## src/rtl/sigchan_irq.sv

```systemverilog
module sigchan_irq #(
  parameter int DW = 8,
  parameter int DEPTH = 4
) (
  input  logic            clk,
  input  logic            rst_n,
  input  logic            bus_sel,
  input  logic            bus_wr,
  input  logic            bus_rd,
  input  logic [2:0]      bus_addr,
  input  logic [DW-1:0]   bus_wdata,
  output logic [DW-1:0]   bus_rdata,
  input  logic [1:0]      line_rx_put,
  input  logic [2*DW-1:0] line_rx_byte,
  input  logic [1:0]      line_tx_take,
  output logic [2*DW-1:0] line_tx_byte,
  output logic [1:0]      line_tx_avail,
  input  logic [1:0]      line_err,
  output logic [1:0]      irq_rx,
  output logic [1:0]      irq_tx
);
  localparam int PW = (DEPTH > 1) ? $clog2(DEPTH) : 1;
  localparam int CW = $clog2(DEPTH + 1);

  logic [5:0]      en_mask;
  logic [7:0]      buf_st;
  logic [1:0]      line_st;
  logic [1:0]      loop_en;
  logic [1:0]      rx_any, tx_empty;
  logic [1:0]      rxo, rxu, txo, txu;
  logic [2*DW-1:0] rx_head;

  wire wr_en = bus_sel && bus_wr;
  wire rd_en = bus_sel && bus_rd;

  function automatic logic [PW-1:0] nxt(input logic [PW-1:0] v);
    return (v == PW'(DEPTH - 1)) ? '0 : v + 1'b1;
  endfunction

  for (genvar p = 0; p < 2; p++) begin : g_port
    logic [DW-1:0] rq [DEPTH];
    logic [DW-1:0] tq [DEPTH];
    logic [PW-1:0] rwp, rrp, twp, trp;
    logic [CW-1:0] rn, tn;

    wire dwr = wr_en && (bus_addr == 3'(p));
    wire drd = rd_en && (bus_addr == 3'(p));
    wire rx_req = loop_en[p] ? dwr : line_rx_put[p];
    wire [DW-1:0] rx_din = loop_en[p] ? bus_wdata : line_rx_byte[p*DW +: DW];
    wire rx_pop = drd && (rn != '0);
    wire rx_push = rx_req && ((rn != CW'(DEPTH)) || rx_pop);
    wire tx_req = dwr && !loop_en[p];
    wire tx_pop = line_tx_take[p] && (tn != '0);
    wire tx_push = tx_req && ((tn != CW'(DEPTH)) || tx_pop);

    always_ff @(posedge clk or negedge rst_n) begin
      if (!rst_n) begin
        rwp <= '0; rrp <= '0; rn <= '0;
        twp <= '0; trp <= '0; tn <= '0;
      end else begin
        if (rx_push) rwp <= nxt(rwp);
        if (rx_pop)  rrp <= nxt(rrp);
        rn <= rn + CW'(rx_push) - CW'(rx_pop);
        if (tx_push) twp <= nxt(twp);
        if (tx_pop)  trp <= nxt(trp);
        tn <= tn + CW'(tx_push) - CW'(tx_pop);
      end
    end

    always_ff @(posedge clk) begin
      if (rx_push) rq[rwp] <= rx_din;
      if (tx_push) tq[twp] <= bus_wdata;
    end

    assign rx_any[p]   = (rn != '0);
    assign tx_empty[p] = (tn == '0);
    assign rx_head[p*DW +: DW]      = rx_any[p] ? rq[rrp] : '0;
    assign line_tx_byte[p*DW +: DW] = tq[trp];
    assign rxo[p] = rx_req && !rx_push;
    assign rxu[p] = drd && !rx_pop;
    assign txo[p] = tx_req && !tx_push;
    assign txu[p] = line_tx_take[p] && !tx_pop;
  end

  wire clr_buf  = rd_en && (bus_addr == 3'd3);
  wire clr_line = rd_en && (bus_addr == 3'd4);

  always_ff @(posedge clk or negedge rst_n) begin
    if (!rst_n) begin
      en_mask <= '0;
      loop_en <= '0;
      buf_st  <= '0;
      line_st <= '0;
    end else begin
      if (wr_en && bus_addr == 3'd2) en_mask <= bus_wdata[5:0];
      if (wr_en && bus_addr == 3'd5) loop_en <= bus_wdata[1:0];
      buf_st  <= (clr_buf ? 8'h00 : buf_st) | {txu, txo, rxu, rxo};
      line_st <= (clr_line ? 2'b00 : line_st) | line_err;
    end
  end

  always_comb begin
    case (bus_addr)
      3'd0:    bus_rdata = rx_head[DW-1:0];
      3'd1:    bus_rdata = rx_head[2*DW-1:DW];
      3'd2:    bus_rdata = DW'(en_mask);
      3'd3:    bus_rdata = DW'(buf_st);
      3'd4:    bus_rdata = DW'(line_st);
      3'd5:    bus_rdata = DW'(loop_en);
      default: bus_rdata = '0;
    endcase
  end

  assign line_tx_avail = ~tx_empty;
  assign irq_rx = en_mask[1:0] & rx_any;
  assign irq_tx = tx_empty & (en_mask[3:2] | (en_mask[5:4] & line_st));
endmodule

```

## config.mk

```make
export PLATFORM = sky130hd
export DESIGN_NAME = sigchan_irq
export DESIGN_NICKNAME = d
export VERILOG_FILES = /design/src/rtl/sigchan_irq.sv
export SDC_FILE = /design/constraint.sdc
export NUM_CORES = 1
export LEC_CHECK = 0
export BUFFER_PORTS_ARGS = -buffer_cell sky130_fd_sc_hd__buf_4
export CAP_MARGIN = 20
export CORE_AREA = 2 2 178 180
export CTS_CLUSTER_DIAMETER = 60
export DETAILED_ROUTE_END_ITERATION = 8
export DIE_AREA = 0 0 180 182
export HOLD_SLACK_MARGIN = 0.03
export PLACE_DENSITY = 0.44
export SETUP_SLACK_MARGIN = 0.15
export SLEW_MARGIN = 5
export SYNTH_ARGS = -nofsm -noshare
export SYNTH_HDL_FRONTEND = slang
export SYNTH_SLANG_ARGS = --single-unit
```

## constraint.sdc

```tcl
create_clock -name clk -period 6 [get_ports clk]
set_clock_uncertainty 0.15 [all_clocks]
set_input_delay 0.3 -clock clk [delete_from_list [all_inputs] [get_ports clk]]
set_output_delay 0.3 -clock clk [all_outputs]
set_load 0.03 [all_outputs]
```

# Word-level counts from Yosys, hierarchy flattened
# Memory sizes are Yosys's and may differ from the RTL's.
# Index checks and enable logic that the tools add are counted.
# totals
register_bits,46
memories,4
wordCells,134
mem_bits_rw,128
input_bits,38
output_inout_bits,30
# mem_list
name,words,width,rd,rd_ports_with_merged_regs,write_ports,line,source
g_port[0].rq,4,8,1,0,1,41,logic [DW-1:0] rq [DEPTH];
g_port[0].tq,4,8,1,0,1,42,logic [DW-1:0] tq [DEPTH];
g_port[1].rq,4,8,1,0,1,41,
g_port[1].tq,4,8,1,0,1,42,
# op_classes
n_reduce_logical,49
mux,25
eq_ne,17
bitwise_logic,7
addsub,16
# ops
operator,n
8-bit case mux with 6 select lines,1
8-bit two-way mux,5
1-bit logical AND,28
2-bit two-way mux,9
2-bit by 1-bit adder with 2-bit output (second input constant),8
2-bit == test (second input constant),8
3-bit by 1-bit adder with 3-bit output,4
3-bit != test (second input constant),4
3-bit nonzero test,4
3-bit by 1-bit subtractor with 3-bit output,4
1-bit zero test,10
1-bit two-way mux,10
3-bit zero test,3
8-bit OR,1
2-bit bitwise AND,3
3-bit by 2-bit == test with 1-bit output (second input constant),2
3-bit == test (second input constant),2
1-bit logical OR,4
2-bit OR,2
3-bit by 1-bit == test with 1-bit output (second input constant),1
2-bit inverter,1

# Depth between registers and ports, before layout
# depth
word_depth,8
ltp_mapped,11
mapped_depth_nobuf,10

# Worst setup path before layout
# OpenSTA, ideal clock, no wires.
# synth_timing
path_type,reg-to-reg
startpoint,reg g_port[1].rn[0]
endpoint,reg g_port[1].rn[2]
path_slack_ps,3462
synth_period_minus_slack_ps,2538
required_ps,5727
t_arrival_ps,2265
n_path_buf,1
path_stages_with_launch,12
path_cell_list,dfrtp_1 -> nor3_1 -> and3b_1 -> buf_2 -> nand3_1 -> inv_1 -> ha_1 -> inv_1 -> ha_1 -> fa_1 -> xnor2_1 -> xnor2_1
# synth_via
elab_chain_len,6
word_cells_on_any_way,7
classes_between,add/sub (2); eq/ne (1); reduce/logical (4)
# synth_rtl
element,line,source
"start, declared",44,"logic [CW-1:0] rn, tn;"
"start signal, assigned",63,rn <= rn + CW'(rx_push) - CW'(rx_pop);
3-bit nonzero test *,50,wire rx_pop = drd && (rn != '0);
1-bit logical AND *,50,
named net g_port[1].rx_pop,50,
1-bit logical OR,51,wire rx_push = rx_req && ((rn != CW'(DEPTH)) || rx_pop);
1-bit logical AND,51,
3-bit by 1-bit adder with 3-bit output,63,
3-bit by 1-bit subtractor with 3-bit output *,63,
# Mark *: on every way through the listed nets, which the timed path passes. The rest lies on a longest branch.
# A chain may end at the register's enable or synchronous reset.

# Worst setup path after layout
# layout_timing
startpoint,reg loop_en[1]
endpoint,reg g_port[1].rn[2]
# layout_via
elab_chain_len,4
# layout_rtl
element,line,source
"start, declared",28,logic [1:0] loop_en;
"start signal, assigned",96,if (wr_en && bus_addr == 3'd5) loop_en <= bus_wdata[1:0];
1-bit two-way mux,48,wire rx_req = loop_en[p] ? dwr : line_rx_put[p];
1-bit logical AND,51,
3-bit by 1-bit adder with 3-bit output,63,
3-bit by 1-bit subtractor with 3-bit output,63,
# No other way between the ends.

==> flow_results.xml <==
<?xml version="1.0" encoding="UTF-8"?>
<metrics>
  <group name="critical_path">
    <metric name="timing.critical_path.buf_inv" unit="">2</metric>
    <metric name="timing.critical_path.fanout_max" unit="">14</metric>
    <metric name="critPathArrivalTime" unit="ns">3.17</metric>
    <metric name="crit_family" unit="">adder cells</metric>
    <metric name="crit_type" unit="">flop to flop</metric>
    <metric name="worst_setup_path_end_kind" unit="">flop</metric>
    <metric name="worstSetupStartpointType" unit="">flop</metric>
    <metric name="timing.rr.start" unit="">loop_en[1]</metric>
    <metric name="cp_required" unit="ns">6.20</metric>
    <metric name="critical_path.cell_chain" unit="">nand2_1 -&gt; o21ai_1 -&gt; a221o_2 -&gt; inv_1 -&gt; ha_1 -&gt; inv_1 -&gt; ha_1 -&gt; fa_1 -&gt; xnor2_1 -&gt; xnor2_1</metric>
    <metric name="timing.critical_path.from" unit="">loop_en[1]</metric>
    <metric name="slowest_delay" unit="ns">0.79</metric>
    <metric name="slowest_stage" unit="">sky130_fd_sc_hd__dfrtp_1</metric>
  </group>
  <group name="cts">
    <metric name="cts.hold.buffers_added" unit="">5</metric>
    <metric name="clkLatencyLatePin" unit="ns">0.43</metric>
    <metric name="cts_num_sinks" unit="">174</metric>
    <metric name="cts_inserted_buffers" unit="">17</metric>
    <metric name="cts_resized" unit="">0</metric>
    <metric name="cts_tree" unit="">yes</metric>
    <metric name="post-cts-setup-buffer-count" unit="">0</metric>
    <metric name="cts_htree_levels" unit="">4</metric>
    <metric name="cts.root.buffer_cell" unit="">sky130_fd_sc_hd__clkbuf_16</metric>
    <metric name="cts-root-to-sink-buffers" unit="">2</metric>
    <metric name="worst_setup_hold_path_clk_slew" unit="ns">0.07</metric>
  </group>
  <group name="sta">
    <metric name="post-route-worst-setup-slack" unit="ns">3.03</metric>
    <metric name="layout_worst_path_cycle_share" unit="%">49.5</metric>
    <metric name="worst_slew_margin_rel" unit="%">39.7</metric>
    <metric name="timing.final.crit_period" unit="ns">2.97</metric>
    <metric name="finalSetupTns" unit="ns">0</metric>
    <metric name="worst_pin_slew" unit="ns">0.903</metric>
    <metric name="maxClockFrequency" unit="MHz">337</metric>
    <metric name="hold_viol" unit="">0</metric>
    <metric name="rsz0062_at_grt" unit="">no</metric>
    <metric name="setup_viol" unit="">0</metric>
    <metric name="slew_viol_final" unit="">0</metric>
  </group>
  <group name="placement">
    <metric name="place.detailed.hpwl" unit="mm">12.4</metric>
    <metric name="io_buffer_count" unit="">67</metric>
    <metric name="final_gp_congestion" unit="">0.763</metric>
    <metric name="placement.cell_area" unit="um^2">8550</metric>
    <metric name="place.detailed.instances" unit="">905</metric>
    <metric name="dp_worst_setup_slack" unit="ns">3.00</metric>
  </group>
  <group name="global_route">
    <metric name="grt_first_pass_wirelength" unit="mm">27.2</metric>
    <metric name="maximum_number_of_pins_on_one_net_before_global_route_repair" unit="">47</metric>
    <metric name="global_route.usage.total" unit="%">11.3</metric>
    <metric name="grt_ovf" unit="">0</metric>
    <metric name="grt_antenna_before_repair" unit="">1</metric>
    <metric name="vias_in_the_first_global_route" unit="">4241</metric>
  </group>
  <group name="power">
    <metric name="power_density_over_the_cells" unit="nW/um^2">445</metric>
    <metric name="irDropWorstVdd" unit="mV">0.228</metric>
    <metric name="static-leakage-power" unit="uW">0.00342</metric>
  </group>
  <group name="synthesis">
    <metric name="ys_seq_elements" unit="">174</metric>
    <metric name="syn_inst" unit="">451</metric>
    <metric name="post_synth_edffs" unit="">128</metric>
    <metric name="yosysWarnings" unit="">0</metric>
    <metric name="synth_ff_type" unit="">sky130_fd_sc_hd__edfxtp_1</metric>
    <metric name="synthDistinctLibCells" unit="">45</metric>
    <metric name="syn-num-nets" unit="">521</metric>
    <metric name="synth_area_per_cell" unit="um^2">16.9</metric>
    <metric name="synth-async-reset-ratio" unit="%">26.4</metric>
    <metric name="synth-seq-area-share" unit="%">65.6</metric>
    <metric name="synthesis.area" unit="um^2">7610</metric>
  </group>
  <group name="worst_hold_path">
    <metric name="worst_min_path_start" unit="">bus_wdata[6]</metric>
    <metric name="worstHoldPathType" unit="">input port to flop</metric>
  </group>
  <group name="finish">
    <metric name="multiInputGateArea" unit="um^2">2440</metric>
    <metric name="final_nets" unit="">597</metric>
    <metric name="area.sequential" unit="um^2">4990</metric>
    <metric name="final_cells" unit="">942</metric>
    <metric name="antenna_diode_count" unit="">0</metric>
    <metric name="stdcell_area" unit="um^2">9230</metric>
    <metric name="area.growth.synth_to_final" unit="%">21.2</metric>
    <metric name="most-common-layout-cells" unit="">sky130_fd_sc_hd__edfxtp_1 (128), sky130_fd_sc_hd__buf_4 (67), sky130_fd_sc_hd__dfrtp_1 (46)</metric>
    <metric name="final.fill_count" unit="">3059</metric>
    <metric name="layout.cells.most_common" unit="">sky130_fd_sc_hd__edfxtp_1</metric>
    <metric name="utilization" unit="%">29.8</metric>
    <metric name="drive_above_1_share" unit="%">33.3</metric>
  </group>
  <group name="die">
    <metric name="start_util" unit="%">24.6</metric>
    <metric name="placement_rows" unit="">65</metric>
    <metric name="ios" unit="">68</metric>
    <metric name="die-height" unit="um">182</metric>
    <metric name="floorplan.die.width" unit="um">180</metric>
    <metric name="fp.coreArea" unit="um^2">31000</metric>
    <metric name="die_footprint" unit="um^2">32800</metric>
  </group>
  <group name="route">
    <metric name="detail_route.vias_per_cell" unit="">4.34</metric>
    <metric name="firstDrtPassIters" unit="">4</metric>
    <metric name="detail-route-antenna-nets" unit="">0</metric>
    <metric name="route.final.wire_length" unit="mm">18.0</metric>
    <metric name="via_count" unit="">4092</metric>
    <metric name="drt-initial-drc-count" unit="">252</metric>
    <metric name="post_dr_wirelength_cell" unit="um">19.1</metric>
    <metric name="drc_errors" unit="">0</metric>
  </group>
  <group name="run_status">
    <metric name="outcome" unit="">finished, final reports clean</metric>
  </group>
  <group name="flow_run">
    <metric name="max_cap_violations" unit="">0</metric>
  </group>
</metrics>
==> per-stage QoR <==
stage | hold WS (ns) | total power, uW
4_1_cts | 0.0437 | 4180
2_1_floorplan | -0.146 | 2590
3_3_place_gp | 0.234 | 2950
3_5_place_dp | 0.236 | 3010
5_1_grt | 0.0479 | 4350
6_report | 0.0486 | 4110
==> Yosys cell counts (6+ instances only) <==
master	instances	area [um^2]
sky130_fd_sc_hd__nor2_1	16	60.1
sky130_fd_sc_hd__o21ai_0	6	30.0
sky130_fd_sc_hd__inv_1	28	105
sky130_fd_sc_hd__mux2_2	38	428
sky130_fd_sc_hd__nand2_1	21	78.8
sky130_fd_sc_hd__a22oi_1	8	60.1
sky130_fd_sc_hd__nor3_1	6	30.0
sky130_fd_sc_hd__ha_1	28	350
sky130_fd_sc_hd__xnor2_1	6	52.6
sky130_fd_sc_hd__dfrtp_1	46	1150
sky130_fd_sc_hd__mux4_2	32	721
sky130_fd_sc_hd__and2_1	13	81.3
sky130_fd_sc_hd__edfxtp_1	128	3840
sky130_fd_sc_hd__nor2b_1	8	50.1
sky130_fd_sc_hd__buf_2	9	45.0
==> state kept, by name, indices dropped and copies added (netlist names) <==
name	count
g_port.rn	6
loop_en	2
g_port.trp	4
g_port.tn	6
en_mask	6
line_st	2
buf_st	8
g_port.rwp	4
g_port.tq	64
g_port.rq	64
g_port.rrp	4
g_port.twp	4
==> final timing paths <==
path / cells past startpoint / slack (ns) / to
min reg2reg: 1 / 0.34 / g_port[0].tn[2]
min: 1 / 0.05 / g_port[0].tq[0][6]
max: 10 / 3.03 / g_port[1].rn[2]
max in group asynchronous: 2 / 4.95 / en_mask[1]
min in group asynchronous: 2 / 0.30 / g_port[1].rwp[1]
max reg2reg: 10 / 3.03 / g_port[1].rn[2]
==> final cells by class <==
cell class	instances	share of cell area [%]
multi-input combinational	234	26.5
tap	402	5.45
sequential	174	54.1
timing repair buffer	72	5.99
clock inverter	15	2.18
inverter	28	1.14
clock buffer	17	4.61
==> kinds of logic after synthesis <==
family / after synthesis / synth area share (%)
and+or+nand+nor: 87 / 6.58
DFF: 174 / 65.6
adders and majority gates: 32 / 5.66
AOI/OAI and AO/OA: 35 / 3.47
xor gates and xnor gates: 8 / 0.921
muxes: 72 / 15.5
buffers and inverters: 43 / 2.27
==> routing by layer <==
layer | track usage, % | vias to the layer above | share of wire [%]
met5 | 0 | - | 0
met1 | 15.0 | 2111 | 45
met2 | 18.7 | 100 | 49
li1 | - | 1871 | -
met4 | 2.76 | 0 | 0.79
met3 | 2.65 | 10 | 5.4
==> report_power, final <==
part | switching, uW | leakage [uW] | internal (uW)
logic | 578 | 0.00141 | 570
clock network | 522 | 0.000306 | 639
registers | 260 | 0.00171 | 1540
No activity file was read; power rests on OpenSTA's default activity.
